`src/rtl/dsr_pkg.sv`:
```
package dsr_pkg;

    typedef struct packed {
        logic idm;
        logic share;
    } dsr_mode_t;

    function automatic logic [63:0] field_mask(input int lsb, input int width);
        logic [63:0] m;
        m = '0;
        for (int i = 0; i < 64; i++) begin
            if (i >= lsb && i < lsb + width) m[i] = 1'b1;
        end
        return m;
    endfunction

    function automatic logic [63:0] bit_mask(input int pos);
        logic [63:0] m;
        m = '0;
        m[pos] = 1'b1;
        return m;
    endfunction

endpackage

```
`src/rtl/dsr_filter.sv`:
```
module dsr_filter
    import dsr_pkg::*;
#(
    parameter int W = 32,
    parameter logic [W-1:0] NOSET_MASK = '0
) (
    input  logic [W-1:0] evt_pulse,
    input  logic         wr_en,
    input  logic [W-1:0] wr_mask,
    input  logic [W-1:0] hw_own,
    input  dsr_mode_t    mode,
    output logic [W-1:0] set_eff,
    output logic [W-1:0] clr_eff
);

    logic [W-1:0] sw_allowed;

    always_comb begin
        sw_allowed = mode.share ? ~hw_own : {W{1'b1}};
        set_eff    = mode.idm ? (evt_pulse & ~NOSET_MASK & sw_allowed) : '0;
        clr_eff    = wr_en ? (wr_mask & sw_allowed) : '0;
    end

endmodule

```
`src/rtl/dsr_store.sv`:
```
module dsr_store #(
    parameter int W = 32
) (
    input  logic         clk,
    input  logic         rst_n,
    input  logic [W-1:0] rst_val,
    input  logic [W-1:0] set_eff,
    input  logic [W-1:0] clr_eff,
    output logic [W-1:0] q
);

    for (genvar i = 0; i < W; i++) begin : g_bit
        always_ff @(posedge clk) begin
            if (!rst_n) begin
                q[i] <= rst_val[i];
            end else if (set_eff[i]) begin
                q[i] <= 1'b1;
            end else if (clr_eff[i]) begin
                q[i] <= 1'b0;
            end
        end
    end

    assert_reset_load_R1: assert property (@(posedge clk)
        !rst_n |=> (q == $past(rst_val)));

    assert_clear_R2: assert property (@(posedge clk) disable iff (!rst_n)
        1'b1 |=> ((q & $past(clr_eff & ~set_eff)) == '0));

    assert_sticky_R4: assert property (@(posedge clk) disable iff (!rst_n)
        1'b1 |=> ((q & $past(q & ~clr_eff)) == $past(q & ~clr_eff)));

    assert_set_wins_R5: assert property (@(posedge clk) disable iff (!rst_n)
        1'b1 |=> ((q & $past(set_eff)) == $past(set_eff)));

endmodule

```
`src/rtl/dsr_irq.sv`:
```
module dsr_irq #(
    parameter int W = 32,
    parameter logic [W-1:0] INFO_MASK = '0
) (
    input  logic [W-1:0] status,
    input  logic         irq_en,
    output logic         irq
);

    logic [W-1:0] live;

    always_comb begin
        live = status & ~INFO_MASK;
        irq  = irq_en & (|live);
    end

    always_comb begin
        if (!irq_en) assert_irq_gated_R7: assert (!irq);
    end

endmodule

```
`src/rtl/dbg_status_reg.sv`:
```
module dbg_status_reg
    import dsr_pkg::*;
#(
    parameter int W       = 32,
    parameter int RR_LSB  = 30,
    parameter int RR_W    = 2,
    parameter int OFS_POS = 1,
    parameter int VLE_POS = 0
) (
    input  logic            clk,
    input  logic            rst_n,
    input  logic [RR_W-1:0] rst_cause,
    input  logic [W-1:0]    evt_pulse,
    input  logic            idm_en,
    input  logic            share_en,
    input  logic [W-1:0]    hw_own,
    input  logic            irq_en,
    input  logic            wr_en,
    input  logic [W-1:0]    wr_mask,
    output logic [W-1:0]    status,
    output logic            dbg_irq
);

    localparam logic [63:0] RR_FULL   = field_mask(RR_LSB, RR_W);
    localparam logic [63:0] INFO_FULL = RR_FULL | bit_mask(OFS_POS) | bit_mask(VLE_POS);
    localparam logic [W-1:0] RR_MASK   = RR_FULL[W-1:0];
    localparam logic [W-1:0] INFO_MASK = INFO_FULL[W-1:0];

    dsr_mode_t    mode;
    logic [W-1:0] set_eff;
    logic [W-1:0] clr_eff;
    logic [W-1:0] rst_val;

    always_comb begin
        mode.idm   = idm_en;
        mode.share = share_en;
        rst_val    = '0;
        rst_val[RR_LSB +: RR_W] = rst_cause;
    end

    dsr_filter #(
        .W          (W),
        .NOSET_MASK (RR_MASK)
    ) u_filter (
        .evt_pulse (evt_pulse),
        .wr_en     (wr_en),
        .wr_mask   (wr_mask),
        .hw_own    (hw_own),
        .mode      (mode),
        .set_eff   (set_eff),
        .clr_eff   (clr_eff)
    );

    dsr_store #(
        .W (W)
    ) u_store (
        .clk     (clk),
        .rst_n   (rst_n),
        .rst_val (rst_val),
        .set_eff (set_eff),
        .clr_eff (clr_eff),
        .q       (status)
    );

    dsr_irq #(
        .W         (W),
        .INFO_MASK (INFO_MASK)
    ) u_irq (
        .status (status),
        .irq_en (irq_en),
        .irq    (dbg_irq)
    );

    assert_idm_gate_R3: assert property (@(posedge clk) disable iff (!rst_n)
        !idm_en |=> ((status & ~$past(status)) == '0));

    assert_info_quiet_R6: assert property (@(posedge clk) disable iff (!rst_n)
        ((status & ~INFO_MASK) == '0) |-> !dbg_irq);

    assert_live_raises_R6: assert property (@(posedge clk) disable iff (!rst_n)
        (irq_en && ((status & ~INFO_MASK) != '0)) |-> dbg_irq);

    assert_hw_keep_R8: assert property (@(posedge clk) disable iff (!rst_n)
        share_en |=> ((($past(status) & ~status) & $past(hw_own)) == '0));

    assert_hw_noset_R9: assert property (@(posedge clk) disable iff (!rst_n)
        share_en |=> (((status & ~$past(status)) & $past(hw_own)) == '0));

    assert_rr_noevt_R10: assert property (@(posedge clk) disable iff (!rst_n)
        1'b1 |=> ((status & RR_MASK) == ($past(status) & RR_MASK & ~$past(clr_eff))));

endmodule

```
`config.mk`:
```
export PLATFORM = sky130hd
export DESIGN_NAME = dbg_status_reg
export DESIGN_NICKNAME = d
export VERILOG_FILES = /design/src/rtl/dsr_pkg.sv /design/src/rtl/dsr_filter.sv /design/src/rtl/dsr_store.sv /design/src/rtl/dsr_irq.sv /design/src/rtl/dbg_status_reg.sv
export SDC_FILE = /design/constraint.sdc
export NUM_CORES = 1
export LEC_CHECK = 0
export BUFFER_PORTS_ARGS = -buffer_cell sky130_fd_sc_hd__buf_2
export CAP_MARGIN = 20
export CORE_ASPECT_RATIO = 1.1
export CORE_MARGIN = 2
export CORE_UTILIZATION = 40
export DETAILED_ROUTE_END_ITERATION = 8
export GPL_TIMING_DRIVEN = 1
export PLACE_DENSITY = 0.75
export SYNTH_ARGS = -nofsm -noshare
export SYNTH_HDL_FRONTEND = slang
export SYNTH_HIERARCHICAL = 1
export SYNTH_SLANG_ARGS = --single-unit
export TNS_END_PERCENT = 100
```
`constraint.sdc`:
```
create_clock -name clk -period 1.2 [get_ports clk]
set_input_delay 0.18 -clock clk [delete_from_list [all_inputs] [get_ports clk]]
set_output_delay 0.18 -clock clk [all_outputs]
set_load 0.01 [all_outputs]
```
==> impl_metrics.ini <==
[finish]
area_growth_syn_to_layout_pct = 42.5
commonest_cells_after_routing_fill_and_taps_aside = sky130_fd_sc_hd__buf_2, sky130_fd_sc_hd__and3_1
insertedDiodeCount = 0
number_of_flip_flops_under_the_largest_register_name = 32
final_area_um2 = 3330
largest_register = u_store/q
nNetsFinal = 495
mostFrequentLayoutCell = sky130_fd_sc_hd__buf_2
largest_registers = u_store/q: 32 flops
layout-drive-gt1-share = 0.504

[place]
place.gp.congestion = 0.793
number_of_i_o_port_buffers = 134
hpwl_um = 4580
dpl-instance-area_um2 = 3240
pre_cts_slack_ps = -304

[grt]
grt_max_degree = 36
grt_pass1_vias = 2349
initial_antenna_violation_count = 0
grt_first_pass_wirelength_um = 9980
grt_overflow_total = 0
globalRouteTotalUtil = 0.191

[cts]
ctsRootBufferMaster = sky130_fd_sc_hd__clkbuf_8
cts.repair.resized = 3
deepest_level_of_the_cts_h_tree = 2
clkSlewWorstSetupHoldPaths_ps = 60
count_of_buffers_added_by_post_cts_timing_repair_for_setup = 0
clock_tree_from_tritoncts = built
sinks_on_the_clock_net = 32
hold_buffers = 0
cts_buffers = 5
clk_path_buf_depth = 2

[sta]
total_setup_violations_reported_at_the_end_of_the_flow = 1
rsz0062_at_grt = true
finalCriticalPeriod_ps = 1760
post-route-period-util = 1.47
post-route-worst-setup-slack_ps = -558
final-hold-violation-count = 0
achievable-frequency_ghz = 0.569
fin_hold_ws_ps = 204
final-max-slew-violation-count = 0

[die]
floorplan.die_area_um2 = 6460
ios = 137
std_cell_rows = 29
die_span_y_um = 84.1
floorplan.die.width_um = 76.8
start_util = 0.410
core_area_um2 = 5700

[synth]
synth.yosys.warnings = 6
sequential_element_share_of_the_synthesized_area = 0.412
syn-mean-instance-area_um2 = 10.6
synthesis.instances = 220
postSynthRegisterBits = 32
synth.cell_area_um2 = 2330
synthDistinctLibCells = 16

[power_and_ir_drop]
leakage_nw = 1.77
finalPower_w = 0.00308
irDropWorstVdd_v = 0.000423
p_per_area_nw_per_um2 = 925

[worst_setup_path]
critical_path_class = reg -> out
worstSetupStartpointType = register
arrival_time_at_the_worst_endpoint_ps = 1580
maximum_fanout_along_the_worst_path = 2
critical_path_required_ps = 1020
cp-end-kind = primary output

[run_status]
violations_in_the_final_reports = negative setup slack
outcome = finished, violations left

[routing]
drt_wl_total_um = 5810
postRouteAntennaNets = 0
remaining_drc_errors = 0
detail_route.first_pass.iterations = 4
vias = 2256
post_drt_via_cell_ratio = 4.84
routedWlPerCell_um = 12.5
drt_first_iter_violations = 77

[worst_hold_path]
worstHoldPathType = in -> reg

[job]
maxCapViolations = 0
[routing by layer]
metal | vias up | share of wire | track usage
met4 | 0 | 0.024 | 0.0893
met5 | - | 0 | 0
met1 | 1027 | 0.39 | 0.206
met3 | 11 | 0.063 | 0.0411
met2 | 83 | 0.52 | 0.352
li1 | 1135 | - | -
[metrics by stage]
step	util	instances	TNS (ps)
final	0.584	466	-558
after global routing	0.584	466	-647
after CTS	0.584	466	-562
after detailed placement	0.568	461	-5860
after global placement	0.568	461	-4740
after floorplan	-	250	0
[worst max-delay path: stages, from the launching register on]
cell,delay (ps)
sky130_fd_sc_hd__edfxtp_1,420
sky130_fd_sc_hd__nor4_2,360
sky130_fd_sc_hd__nand4_1,180
sky130_fd_sc_hd__o21a_1,220
sky130_fd_sc_hd__buf_6,120
[cell families after synthesis]
group | after synthesis | share of synthesized area
AO/OA/AOI/OAI | 3 | 0.00751
buffers and inverters | 18 | 0.0643
flip-flops | 32 | 0.412
multiplexers | 32 | 0.154
other | 2 | 0.00322
AND/OR/NAND/NOR | 133 | 0.359
[report_power, final]
group / leakage [nW] / internal [W] / switching, W
logic: 1.41 / 0.000485 / 0.000379
registers: 0.327 / 0.00140 / 0.0000775
clock network: 0.0359 / 0.000373 / 0.000357
total: 1.77 / 0.00226 / 0.000814
[final timing paths]
path                 endpoint                    start  cells after the start
max                   dbg_irq  u_store/q[11]$_DFFE_PP_                      4
min   u_store/q[31]$_DFFE_PP_             rst_cause[1]                      2
[synth_stat cells]
master	instances	share of area
sky130_fd_sc_hd__o21a_1	1	0.0032
sky130_fd_sc_hd__nor4_2	1	0.0054
sky130_fd_sc_hd__a21oi_1	2	0.0043
sky130_fd_sc_hd__or3b_1	28	0.11
sky130_fd_sc_hd__or3b_2	4	0.015
sky130_fd_sc_hd__buf_6	10	0.048
sky130_fd_sc_hd__nand2_1	32	0.051
sky130_fd_sc_hd__clkbuf_1	6	0.0097
sky130_fd_sc_hd__nor4_1	6	0.016
sky130_fd_sc_hd__buf_4	2	0.0064
sky130_fd_sc_hd__and3_1	60	0.16
sky130_fd_sc_hd__edfxtp_1	32	0.41
sky130_fd_sc_hd__nand4_1	1	0.0027
sky130_fd_sc_hd__conb_1	2	0.0032
sky130_fd_sc_hd__mux2_2	32	0.15
sky130_fd_sc_hd__nand3_1	1	0.0021
[layout make-up]
cell class / count / area (um^2)
Clock buffer: 5 / 68.8
Tap cell: 77 / 96.3
Fill cell: 531 / 2370
Sequential cell: 32 / 961
Multi-Input combinational cell: 200 / 1350
Timing Repair Buffer: 152 / 850
Note: power is estimated with default switching activity, not from simulation.
